--- src/rtl/trap_pkg.sv ---
package trap_pkg;
  localparam int unsigned XW = 32;

  typedef enum logic [2:0] {
    C_NONE = 3'd0,
    C_MMU  = 3'd1,
    C_HWX  = 3'd2,
    C_BRK  = 3'd3,
    C_IRQ  = 3'd4
  } cause_e;

  localparam int unsigned MSR_IE  = 1;
  localparam int unsigned MSR_BIP = 3;
  localparam int unsigned MSR_EIP = 9;
  localparam int unsigned MSR_UM  = 11;
  localparam int unsigned MSR_UMS = 12;
  localparam int unsigned MSR_VM  = 13;
  localparam int unsigned MSR_VMS = 14;

  localparam int unsigned ESR_ST  = 10;
  localparam int unsigned ESR_DS  = 12;

  localparam logic [XW-1:0] OFF_IRQ = 32'h10;
  localparam logic [XW-1:0] OFF_BRK = 32'h18;
  localparam logic [XW-1:0] OFF_EXC = 32'h20;

  localparam logic [4:0] LNK_IRQ = 5'd14;
  localparam logic [4:0] LNK_BRK = 5'd16;
  localparam logic [4:0] LNK_EXC = 5'd17;

  function automatic logic [XW-1:0] push_modes(input logic [XW-1:0] m);
    logic [XW-1:0] r;
    r = m;
    r[MSR_UMS] = m[MSR_UM];
    r[MSR_VMS] = m[MSR_VM];
    r[MSR_UM]  = 1'b0;
    r[MSR_VM]  = 1'b0;
    return r;
  endfunction

  function automatic logic [XW-1:0] mmu_ret_addr(input logic [XW-1:0] pc,
                                                 input logic ds, input logic imm,
                                                 input logic bimm);
    logic [XW-1:0] back;
    if (ds)       back = bimm ? 32'd8 : 32'd4;
    else if (imm) back = 32'd4;
    else          back = 32'd0;
    return pc - back;
  endfunction

  function automatic logic [XW-1:0] mmu_esr(input logic ifetch, input logic miss,
                                            input logic store, input logic ds);
    logic [XW-1:0] r;
    r = '0;
    r[4:0]   = {3'b100, miss, ifetch};
    r[ESR_ST] = store;
    r[ESR_DS] = ds;
    return r;
  endfunction

  function automatic logic [XW-1:0] hwx_esr(input logic [XW-1:0] cur, input logic ds);
    logic [XW-1:0] r;
    r = cur;
    r[ESR_DS] = ds;
    return r;
  endfunction
endpackage

--- src/rtl/trap_arbiter.sv ---
module trap_arbiter
  import trap_pkg::*;
(
  input  logic          clk,
  input  logic          rst_n,
  input  logic          mmu_i,
  input  logic          hwx_i,
  input  logic          brk_i,
  input  logic          irq_i,
  input  logic          exc_en_i,
  input  logic [XW-1:0] msr_i,
  input  logic          ds_i,
  input  logic          imm_i,
  output cause_e        cause_o,
  output logic          irq_ok_o
);
  logic       hwx_live;
  logic [3:0] grant;

  assign hwx_live = hwx_i & exc_en_i;
  assign irq_ok_o = irq_i & msr_i[MSR_IE] & ~msr_i[MSR_EIP] & ~msr_i[MSR_BIP]
                    & ~ds_i & ~imm_i;

  always_comb begin
    grant   = 4'b0000;
    cause_o = C_NONE;
    if (mmu_i) begin
      grant[0] = 1'b1; cause_o = C_MMU;
    end else if (hwx_live) begin
      grant[1] = 1'b1; cause_o = C_HWX;
    end else if (brk_i) begin
      grant[2] = 1'b1; cause_o = C_BRK;
    end else if (irq_ok_o) begin
      grant[3] = 1'b1; cause_o = C_IRQ;
    end
  end

  AST_ONE_GRANT: assert property (@(posedge clk) disable iff (!rst_n)
    $onehot0(grant));
  AST_MMU_WINS: assert property (@(posedge clk) disable iff (!rst_n)
    mmu_i |-> cause_o == C_MMU);
  AST_IRQ_GATE: assert property (@(posedge clk) disable iff (!rst_n)
    (cause_o == C_IRQ) |-> (msr_i[MSR_IE] && !msr_i[MSR_EIP] && !msr_i[MSR_BIP] && !ds_i && !imm_i));
  AST_HWX_OFF: assert property (@(posedge clk) disable iff (!rst_n)
    !exc_en_i |-> cause_o != C_HWX);
endmodule

--- src/rtl/trap_target.sv ---
module trap_target
  import trap_pkg::*;
(
  input  logic          clk,
  input  logic          rst_n,
  input  cause_e        cause_i,
  input  logic [XW-1:0] vec_base_i,
  input  logic [XW-1:0] pc_i,
  input  logic          ds_i,
  input  logic          imm_i,
  input  logic          bimm_i,
  output logic [XW-1:0] new_pc_o,
  output logic          link_we_o,
  output logic [4:0]    link_idx_o,
  output logic [XW-1:0] link_val_o
);
  logic [XW-1:0] vec_off;

  always_comb begin
    vec_off    = '0;
    link_we_o  = 1'b1;
    link_idx_o = 5'd0;
    link_val_o = pc_i;
    unique case (cause_i)
      C_MMU: begin
        vec_off    = OFF_EXC;
        link_idx_o = LNK_EXC;
        link_val_o = mmu_ret_addr(pc_i, ds_i, imm_i, bimm_i);
      end
      C_HWX: begin
        vec_off    = OFF_EXC;
        link_idx_o = LNK_EXC;
        link_val_o = pc_i + 32'd4;
      end
      C_BRK: begin
        vec_off    = OFF_BRK;
        link_idx_o = LNK_BRK;
      end
      C_IRQ: begin
        vec_off    = OFF_IRQ;
        link_idx_o = LNK_IRQ;
      end
      default: link_we_o = 1'b0;
    endcase
    new_pc_o = vec_base_i + vec_off;
  end

  AST_LINK_IDX_LEGAL: assert property (@(posedge clk) disable iff (!rst_n)
    link_we_o |-> (link_idx_o == 5'd14 || link_idx_o == 5'd16 || link_idx_o == 5'd17));
  AST_MMU_BACKSTEP: assert property (@(posedge clk) disable iff (!rst_n)
    (cause_i == C_MMU && !ds_i && !imm_i) |-> link_val_o == pc_i);
endmodule

--- src/rtl/trap_status.sv ---
module trap_status
  import trap_pkg::*;
(
  input  logic          clk,
  input  logic          rst_n,
  input  cause_e        cause_i,
  input  logic [XW-1:0] msr_i,
  input  logic [XW-1:0] esr_i,
  input  logic          ds_i,
  input  logic [XW-1:0] btarget_i,
  input  logic [XW-1:0] fault_addr_i,
  input  logic          mmu_ifetch_i,
  input  logic          mmu_miss_i,
  input  logic          mmu_store_i,
  output logic [XW-1:0] msr_o,
  output logic          esr_we_o,
  output logic [XW-1:0] esr_o,
  output logic          btr_we_o,
  output logic [XW-1:0] btr_o,
  output logic          ear_we_o,
  output logic [XW-1:0] ear_o
);
  logic [XW-1:0] msr_cause;
  logic          is_exc;

  assign is_exc = (cause_i == C_MMU) || (cause_i == C_HWX);

  always_comb begin
    msr_cause = msr_i;
    unique case (cause_i)
      C_MMU, C_HWX: msr_cause[MSR_EIP] = 1'b1;
      C_BRK:        msr_cause[MSR_BIP] = 1'b1;
      C_IRQ:        msr_cause[MSR_IE]  = 1'b0;
      default:      msr_cause = msr_i;
    endcase
    msr_o = push_modes(msr_cause);
  end

  always_comb begin
    esr_we_o = is_exc;
    esr_o    = (cause_i == C_MMU) ? mmu_esr(mmu_ifetch_i, mmu_miss_i, mmu_store_i, ds_i)
                                  : hwx_esr(esr_i, ds_i);
    btr_we_o = is_exc & ds_i;
    btr_o    = btarget_i;
    ear_we_o = (cause_i == C_MMU);
    ear_o    = fault_addr_i;
  end

  AST_BTR_ONLY_DS: assert property (@(posedge clk) disable iff (!rst_n)
    btr_we_o |-> (ds_i && esr_we_o));
  AST_ESR_DS_MATCH: assert property (@(posedge clk) disable iff (!rst_n)
    esr_we_o |-> esr_o[ESR_DS] == ds_i);
  AST_FETCH_NO_STORE: assert property (@(posedge clk) disable iff (!rst_n)
    (ear_we_o && mmu_ifetch_i) |-> !esr_o[ESR_ST]);
endmodule

--- src/rtl/trap_entry_ctrl.sv ---
module trap_entry_ctrl
  import trap_pkg::*;
(
  input  logic        clk,
  input  logic        rst_n,
  input  logic [31:0] vec_base_i,
  input  logic        cfg_exc_en_i,
  input  logic        mmu_fault_i,
  input  logic        hw_exc_i,
  input  logic        hw_brk_i,
  input  logic        irq_i,
  input  logic [31:0] pc_i,
  input  logic [31:0] msr_i,
  input  logic [31:0] esr_i,
  input  logic        ds_i,
  input  logic        imm_i,
  input  logic        bimm_i,
  input  logic [31:0] btarget_i,
  input  logic [31:0] fault_addr_i,
  input  logic        mmu_ifetch_i,
  input  logic        mmu_miss_i,
  input  logic        mmu_store_i,
  output logic        take_o,
  output logic        irq_ack_o,
  output logic [31:0] pc_o,
  output logic [31:0] msr_o,
  output logic        link_we_o,
  output logic [4:0]  link_idx_o,
  output logic [31:0] link_val_o,
  output logic        esr_we_o,
  output logic [31:0] esr_o,
  output logic        btr_we_o,
  output logic [31:0] btr_o,
  output logic        ear_we_o,
  output logic [31:0] ear_o,
  output logic        resv_clr_o,
  output logic        iflags_clr_o
);
  cause_e        cause;
  logic          irq_ok;
  logic          granted;
  logic [XW-1:0] nx_pc, nx_msr, nx_link, nx_esr, nx_btr, nx_ear;
  logic [4:0]    nx_lidx;
  logic          nx_lwe, nx_ewe, nx_bwe, nx_awe;

  trap_arbiter u_arb (
    .clk(clk), .rst_n(rst_n),
    .mmu_i(mmu_fault_i), .hwx_i(hw_exc_i), .brk_i(hw_brk_i), .irq_i(irq_i),
    .exc_en_i(cfg_exc_en_i), .msr_i(msr_i), .ds_i(ds_i), .imm_i(imm_i),
    .cause_o(cause), .irq_ok_o(irq_ok)
  );

  trap_target u_tgt (
    .clk(clk), .rst_n(rst_n),
    .cause_i(cause), .vec_base_i(vec_base_i), .pc_i(pc_i),
    .ds_i(ds_i), .imm_i(imm_i), .bimm_i(bimm_i),
    .new_pc_o(nx_pc), .link_we_o(nx_lwe), .link_idx_o(nx_lidx), .link_val_o(nx_link)
  );

  trap_status u_sts (
    .clk(clk), .rst_n(rst_n),
    .cause_i(cause), .msr_i(msr_i), .esr_i(esr_i), .ds_i(ds_i),
    .btarget_i(btarget_i), .fault_addr_i(fault_addr_i),
    .mmu_ifetch_i(mmu_ifetch_i), .mmu_miss_i(mmu_miss_i), .mmu_store_i(mmu_store_i),
    .msr_o(nx_msr), .esr_we_o(nx_ewe), .esr_o(nx_esr),
    .btr_we_o(nx_bwe), .btr_o(nx_btr), .ear_we_o(nx_awe), .ear_o(nx_ear)
  );

  assign granted = (cause != C_NONE);

  always_ff @(posedge clk or negedge rst_n) begin
    if (!rst_n) begin
      take_o       <= 1'b0;
      irq_ack_o    <= 1'b0;
      link_we_o    <= 1'b0;
      esr_we_o     <= 1'b0;
      btr_we_o     <= 1'b0;
      ear_we_o     <= 1'b0;
      resv_clr_o   <= 1'b0;
      iflags_clr_o <= 1'b0;
      pc_o         <= '0;
      msr_o        <= '0;
      link_idx_o   <= '0;
      link_val_o   <= '0;
      esr_o        <= '0;
      btr_o        <= '0;
      ear_o        <= '0;
    end else begin
      take_o       <= granted;
      irq_ack_o    <= (cause == C_IRQ);
      link_we_o    <= nx_lwe;
      esr_we_o     <= nx_ewe;
      btr_we_o     <= nx_bwe;
      ear_we_o     <= nx_awe;
      resv_clr_o   <= granted;
      iflags_clr_o <= granted;
      pc_o         <= nx_pc;
      msr_o        <= nx_msr;
      link_idx_o   <= nx_lidx;
      link_val_o   <= nx_link;
      esr_o        <= nx_esr;
      btr_o        <= nx_btr;
      ear_o        <= nx_ear;
    end
  end

  AST_TAKE_AFTER_GRANT: assert property (@(posedge clk) disable iff (!rst_n)
    granted |=> take_o);
  AST_IDLE_QUIET: assert property (@(posedge clk) disable iff (!rst_n)
    !granted |=> !(take_o || link_we_o || esr_we_o || btr_we_o || ear_we_o || resv_clr_o));
  AST_MODES_LIVE_CLEAR: assert property (@(posedge clk) disable iff (!rst_n)
    take_o |-> (!msr_o[MSR_UM] && !msr_o[MSR_VM]));
  AST_ACK_IMPLIES_TAKE: assert property (@(posedge clk) disable iff (!rst_n)
    irq_ack_o |-> (take_o && link_idx_o == 5'd14));
endmodule

--- config.mk ---
export PLATFORM = sky130hd
export DESIGN_NAME = trap_entry_ctrl
export DESIGN_NICKNAME = d
export VERILOG_FILES = /design/src/rtl/trap_pkg.sv /design/src/rtl/trap_arbiter.sv /design/src/rtl/trap_target.sv /design/src/rtl/trap_status.sv /design/src/rtl/trap_entry_ctrl.sv
export SDC_FILE = /design/constraint.sdc
export NUM_CORES = 1
export LEC_CHECK = 0
export BUFFER_PORTS_ARGS = -buffer_cell sky130_fd_sc_hd__buf_2
export CORE_AREA = 5 5 158 160
export CTS_CLUSTER_DIAMETER = 50
export DETAILED_ROUTE_END_ITERATION = 8
export DIE_AREA = 0 0 163 165
export PLACE_DENSITY_LB_ADDON = 0.1
export SLEW_MARGIN = 25
export SYNTH_ARGS = -nofsm -noshare
export SYNTH_HDL_FRONTEND = slang
export SYNTH_SLANG_ARGS = --single-unit
--- constraint.sdc ---
create_clock -name clk -period 1.2 [get_ports clk]
set_input_delay 0.06 -clock clk [delete_from_list [all_inputs] [get_ports clk]]
set_output_delay 0.06 -clock clk [all_outputs]
set_load 0.03 [all_outputs]
==> results.py, run 1 <==
metrics = {
    "cts": {
        "cts.sink_count": 199,
        "max-clock-path-buffers": 2,
        "clk_pin_slew_ns": 0.08,
        "htree_levels": 4,
        "clock-root-buffer": "clkbuf_16",
        "number_of_cts_inserted_buffers": 17,
        "cts_tree": "done",
    },
    "cells_and_area": {
        "fraction_of_layout_cells_with_a_size_suffix_above_1_pct": 54.9,
        "finalCoreUtilization_pct": 67.2,
        "area.growth.synth_to_final_pct": 97.3,
        "final_nets": 1664,
    },
    "worst_setup_path": {
        "cp-start-kind": "primary input",
        "crit_type": "primary input to flop",
        "critical_path.max_fanout": 8,
        "crit_arrival_ns": 2.56,
        "critical_path.endpoint_type": "flop",
        "crit_path_start": "imm_i",
        "cp.required_ns": 1.55,
    },
    "yosys": {
        "syn_area_um2": 7920,
        "yosysWarnings": 0,
        "postSynth.asyncResetShare_pct": 100,
        "synth-seq-area-share_pct": 62.9,
        "synth_flop_cell": "dfrtp_1",
        "synthDominantAreaCellType": "dfrtp_1",
        "synth.lib_cells_used.distinct": 58,
        "syn_area_per_cell_um2": 12.2,
        "syn_inst": 650,
        "synth_enable_flop_cells": 0,
        "yosys_register_bits": 199,
        "synth_top_cell_area_share_pct": 62.9,
        "synthTopCellsByArea": "dfrtp_1, ha_1, xnor2_1",
    },
    "floorplanning": {
        "fp-row-count": 56,
        "die_area_um2": 26900,
        "die_h_um": 165,
        "io_pins": 410,
        "start_util_pct": 34.0,
        "core_region_area_um2": 23300,
        "die_x_um": 163,
    },
    "sta": {
        "timing.final.setup_violations": 54,
        "fin_setup_tns_ns": -33.58,
        "maxClockFrequency_mhz": 453,
        "hold_viol": 0,
        "timing_max_transition_violations_final": 0,
        "timing.final.ws_setup_ns": -1.01,
        "min_period_over_period_pct": 184,
        "grt_setup_unrepaired": "yes",
        "min_period_ns": 2.21,
    },
    "global_routing": {
        "grt_max_degree": 52,
        "grt_antenna_before_repair": 7,
        "wire_length_of_the_first_global_routing_pass_um": 48200,
        "grt_pass1_vias": 8637,
        "track_usage_pct": 23.4,
        "gr-total-overflow": 0,
    },
    "power": {
        "cellLeakagePower_nw": 7.42,
        "worst_ir_drop_vdd_mv": 0.817,
        "power.density_cell_area_nw_per_um2": 1290,
    },
    "route": {
        "drt_pass1_iterations": 4,
        "route.final.wire_length_um": 33500,
        "detailroute.via_count": 8033,
        "route.antenna.remaining_nets": 0,
        "routed_wire_length_per_instance_um": 19.0,
        "via_per_inst": 4.55,
        "detail_route.drc_violations": 0,
        "first_iter_violations": 504,
    },
    "hold_path": {
        "worstHoldPathType": "primary input to flop",
        "hold_path.startpoint": "vec_base_i[4]",
    },
    "run": {
        "drv.max_cap_violation_count": 0,
    },
    "placed_design": {
        "place_hpwl_um": 23200,
        "finalWeightedCongestion": 0.860,
        "place.port_buffers": 404,
    },
    "outcome": {
        "run_status": "finished, violations left",
        "violations_in_the_final_reports": "negative setup slack",
    },
}
cell usage after synthesis, types with 4 or more instances:
master and instances:
nor2_1 40, mux2_2 4, o21ai_0 27, or2_2 4, ha_1 33, a31oi_1 6, nand2b_1 5, xor2_1 13
dfrtp_1 199, nand4_1 9, nand3_1 20, a21o_1 11, and2_1 4, xnor2_1 33, or3_1 4, nor2b_1 32
a21oi_1 48, o21bai_1 4, nand2_1 52, nor4_1 9, nor3_1 9, and3_1 5, inv_1 11, clkbuf_1 13
o21a_1 4, buf_4 6
path summary, 6_finish.rpt:
kind	endpoint	slack (ns)	depth (start not counted)
max in group asynchronous	btr_o[19]	0.54	3
min in group asynchronous	link_val_o[14]	0.08	2
min	pc_o[4]	0.001	2
max	link_val_o[25]	-1.01	15
report_power, final:
part / internal (mW) / leakage (nW) / total [mW] / switching, mW
clock network: 2.97 / 0.309 / 6.20 / 3.23
registers: 7.22 / 2.34 / 7.37 / 0.156
logic: 3.03 / 4.77 / 6.61 / 3.59
total: 13.2 / 7.42 / 20.2 / 6.97
critical path: stages:
cell and delay (ns):
buf_12 0.11, o21ai_4 0.17, ha_4 0.16, nor2b_4 0.05
buf_12 0.15, clkbuf_16 0.17, buf_12 0.13, ha_4 0.29
buf_6 0.10, nand4_1 0.13, or3_4 0.42, o21ai_4 0.24
buf_4 0.16, a21oi_2 0.04, nor3_2 0.15
layer usage:
| layer | vias up | track usage [%] | routed length [um] |
|---|---|---|---|
| met1 | 3915 | 28.1 | 12700 |
| li1 | 3800 | - | - |
| met5 | - | 0 | 13 |
| met3 | 58 | 5.59 | 2070 |
| met4 | 2 | 8.73 | 859 |
| met2 | 258 | 40.9 | 17800 |
flip-flops by register name, summed over array words and instances, names as in the netlist:
register    count
btr_o          32
ear_o          32
esr_o          32
link_val_o     32
pc_o           32
msr_o          30
link_idx_o      3
btr_we_o        1
ear_we_o        1
esr_we_o        1
irq_ack_o       1
link_we_o       1
take_o          1
final cells by class:
type,count,area (um2)
Antenna cell,8,20.0
Clock buffer,17,425
Clock inverter,15,218
Fill cell,1793,7630
Inverter,11,41.3
Multi-Input combinational cell,421,3950
Sequential cell,199,4980
Tap cell,319,399
Timing Repair Buffer,774,5590
cell families after synthesis:
family	count (synthesis)	synth area share (%)
buffers and inverters	31	1.77
xor gates and xnor gates	46	5.09
and+or+nand+nor	206	13.3
DFF	199	62.9
AOI/OAI and AO/OA	127	10.5
adders and majority gates	35	5.72
other	1	0.0474
muxes	5	0.695
placed cells by master (no fill, tap or decap), types with 8 or more instances in the layout:
master         netlist  layout
nor2b_1             32      30
dlygate4sd3_1        0     189
xor2_1              13      10
xnor2_1             33      19
nand3_2              0       9
buf_12               0      10
a21oi_1             48      25
a21oi_2              0      14
buf_2                1     398
clkbuf_16            0      18
nand2_1             52      36
xnor2_2              0      14
dfrtp_1            199     198
nor2_1              40      30
nand2_2              0      10
ha_4                 0      29
inv_1               11      10
buf_6                0      35
a21oi_4              1      10
buf_4                6     139
a21o_1              11      11
o21ai_1              0      14
diode_2              0       8
nand4_1              9       9
nand3_1             20      10
metrics by stage:
step | instances | area [um2] | power, mW | setup slack (ns) | hold WS [ns]
floorplan | 651 | 8160 | 10.2 | -1.50 | -0.236
global placement | 1506 | 11700 | 12.5 | -1.54 | -0.00848
detailed placement | 1506 | 11700 | 12.5 | -1.59 | -0.00363
CTS | 1743 | 14800 | 19.8 | -0.919 | -0.0161
global route | 1762 | 15600 | 21.1 | -1.03 | -0.0219
finish | 1764 | 15600 | 20.2 | -1.01 | 0.00137
what timing repair did:
action,in CTS,in global routing
buffers inserted,17,20
resized for setup,104,134
hold buffers,188,3
hold endpoints to repair,386,4
gates cloned,2,1
pin swaps,52,92
setup endpoints to repair,61,59
No activity file was read; power rests on OpenSTA's default activity.
==> run 2: changes to the inputs <==
--- a/config.mk
+++ b/config.mk
@@ -5,12 +5,12 @@
 export SDC_FILE = /design/constraint.sdc
 export NUM_CORES = 1
 export LEC_CHECK = 0
-export BUFFER_PORTS_ARGS = -buffer_cell sky130_fd_sc_hd__buf_2
-export CORE_AREA = 5 5 158 160
+export CORE_AREA = 5 5 154 156
 export CTS_CLUSTER_DIAMETER = 50
 export DETAILED_ROUTE_END_ITERATION = 8
-export DIE_AREA = 0 0 163 165
-export PLACE_DENSITY_LB_ADDON = 0.1
+export DIE_AREA = 0 0 159 161
+export DONT_BUFFER_PORTS = 1
+export PLACE_DENSITY = 0.55
 export SLEW_MARGIN = 25
 export SYNTH_ARGS = -nofsm -noshare
 export SYNTH_HDL_FRONTEND = slang
==> run 2 against run 1 <==
The run now fails in clock tree synthesis (4_1_cts). Area after synthesis did not move. Synthesized cell count is the same.
==> results.py, run 2 <==
metrics = {
    "yosys": {
        "post_synth_and_or_nand_nor_area_fraction_pct": 13.3,
        "synthXorXnorAreaFrac_pct": 5.09,
        "synth_most_common_cell": "dfrtp_1",
        "synth_enable_flop_cells": 0,
        "synth-seq-area-share_pct": 62.9,
        "synth_top_cell_area_share_pct": 62.9,
        "syn_area_per_cell_um2": 12.2,
        "yosys_register_bits": 199,
        "netlist_top_cells_count": "dfrtp_1, nand2_1, a21oi_1, nor2_1",
        "synth.lib_cells_used.distinct": 58,
        "mux_share_of_post_synthesis_cell_area_pct": 0.695,
        "yosysWarnings": 0,
        "synthTopCellsByArea": "dfrtp_1, ha_1, xnor2_1",
        "syn_inst": 650,
        "complex_gate_fraction_of_the_synthesized_area_pct": 10.5,
        "syn_area_um2": 7920,
        "synthDominantAreaCellType": "dfrtp_1",
        "synth_flop_cell": "dfrtp_1",
        "postSynth.asyncResetShare_pct": 100,
        "synthAdderAreaFrac_pct": 5.72,
        "largest_family_of_logic_cells_by_synthesized_area": "simple AND/OR/NAND/NOR gates",
    },
    "cts": {
        "cts_resized": 133,
        "cts.hold.buffers_added": 220,
        "clock-root-buffer": "clkbuf_16",
        "postCtsSetupRepairBufs": 29,
        "max-clock-path-buffers": 2,
        "number_of_cts_inserted_buffers": 17,
        "htree_levels": 4,
        "cts.sink_count": 199,
    },
    "placed_design": {
        "place.port_buffers": 0,
        "place_hpwl_um": 21000,
        "placement.cell_area_um2": 9390,
        "finalWeightedCongestion": 0.910,
        "pre_cts_slack_ns": -1.42,
    },
    "floorplanning": {
        "io_pins": 410,
        "die_h_um": 161,
        "fp-row-count": 55,
        "start_util_pct": 35.6,
        "die_x_um": 159,
    },
    "outcome": {
        "error": "[ERROR RSZ-0060] Max buffer count reached.",
        "run_status": "did not finish",
        "flow.stopped_at": "clock tree synthesis (4_1_cts)",
    },
}
[run 2: metrics by stage]
step                cells  utilization [%]
floorplan             651                -
global placement     1046             42.2
detailed placement   1046             42.2
[run 2: kinds of logic after synthesis]
kind of cell	after synthesis
simple gates	206
flops	199
compound gates	127
xor+xnor	46
fa+ha+maj	35
buf+inv	31
mux	5
other cells	1
==> run 3: changes to the inputs <==
--- a/config.mk
+++ b/config.mk
@@ -5,12 +5,11 @@
 export SDC_FILE = /design/constraint.sdc
 export NUM_CORES = 1
 export LEC_CHECK = 0
-export CORE_AREA = 5 5 154 156
-export CTS_CLUSTER_DIAMETER = 50
+export CORE_AREA = 5 5 156 158
 export DETAILED_ROUTE_END_ITERATION = 8
-export DIE_AREA = 0 0 159 161
+export DIE_AREA = 0 0 161 163
 export DONT_BUFFER_PORTS = 1
-export PLACE_DENSITY = 0.55
+export PLACE_DENSITY_LB_ADDON = 0.15
 export SLEW_MARGIN = 25
 export SYNTH_ARGS = -nofsm -noshare
 export SYNTH_HDL_FRONTEND = slang
==> run 3 against run 2 <==
Synthesized cell count stayed put. Area after synthesis stayed put. The run again fails in clock tree synthesis (4_1_cts).
==> results.py, run 3 <==
metrics = {
    "floorplanning": {
        "die_x_um": 161,
        "start_util_pct": 34.5,
        "io_pins": 410,
        "die_h_um": 163,
        "fp-row-count": 56,
    },
    "yosys": {
        "postSynth.asyncResetShare_pct": 100,
        "syn_inst": 650,
        "netlist_top_cells_count": "dfrtp_1, nand2_1, a21oi_1, nor2_1",
        "yosysWarnings": 0,
        "synth.lib_cells_used.distinct": 58,
        "synth-seq-area-share_pct": 62.9,
        "synth_flop_cell": "dfrtp_1",
        "synth_top_cell_area_share_pct": 62.9,
        "synth_enable_flop_cells": 0,
        "syn_area_um2": 7920,
        "syn_area_per_cell_um2": 12.2,
        "synth_most_common_cell": "dfrtp_1",
        "yosys_register_bits": 199,
        "synthTopCellsByArea": "dfrtp_1, ha_1, xnor2_1",
        "synthDominantAreaCellType": "dfrtp_1",
    },
    "placed_design": {
        "place_hpwl_um": 20500,
        "place.port_buffers": 0,
        "finalWeightedCongestion": 0.831,
        "placement.cell_area_um2": 9320,
    },
    "cts": {
        "number_of_cts_inserted_buffers": 17,
        "cts_resized": 94,
        "postCtsSetupRepairBufs": 27,
        "cts.hold.buffers_added": 219,
        "cts.sink_count": 199,
        "htree_levels": 4,
        "max-clock-path-buffers": 2,
        "clock-root-buffer": "clkbuf_16",
    },
    "outcome": {
        "flow.stopped_at": "clock tree synthesis (4_1_cts)",
        "run_status": "did not finish",
        "error": "[ERROR RSZ-0060] Max buffer count reached.",
    },
}
run 3: cell counts after synthesis:
Identical to the previous run, type by type.
run 3: cell families after synthesis:
| logic type | share of synthesized area [%] |
|---|---|
| adder cells (fa/ha/maj) | 5.72 |
| AND/OR/NAND/NOR | 13.3 |
| AO/OA/AOI/OAI | 10.5 |
| buffers and inverters | 1.77 |
| flip-flops | 62.9 |
| multiplexers | 0.695 |
| XOR/XNOR | 5.09 |
| other | 0.0474 |
run 3: per-stage QoR:
stage / instances / setup slack, ns / utilization [%]
after floorplan: 651 / -1.50 / -
after global placement: 1041 / -1.40 / 40.6
after detailed placement: 1041 / -1.40 / 40.6
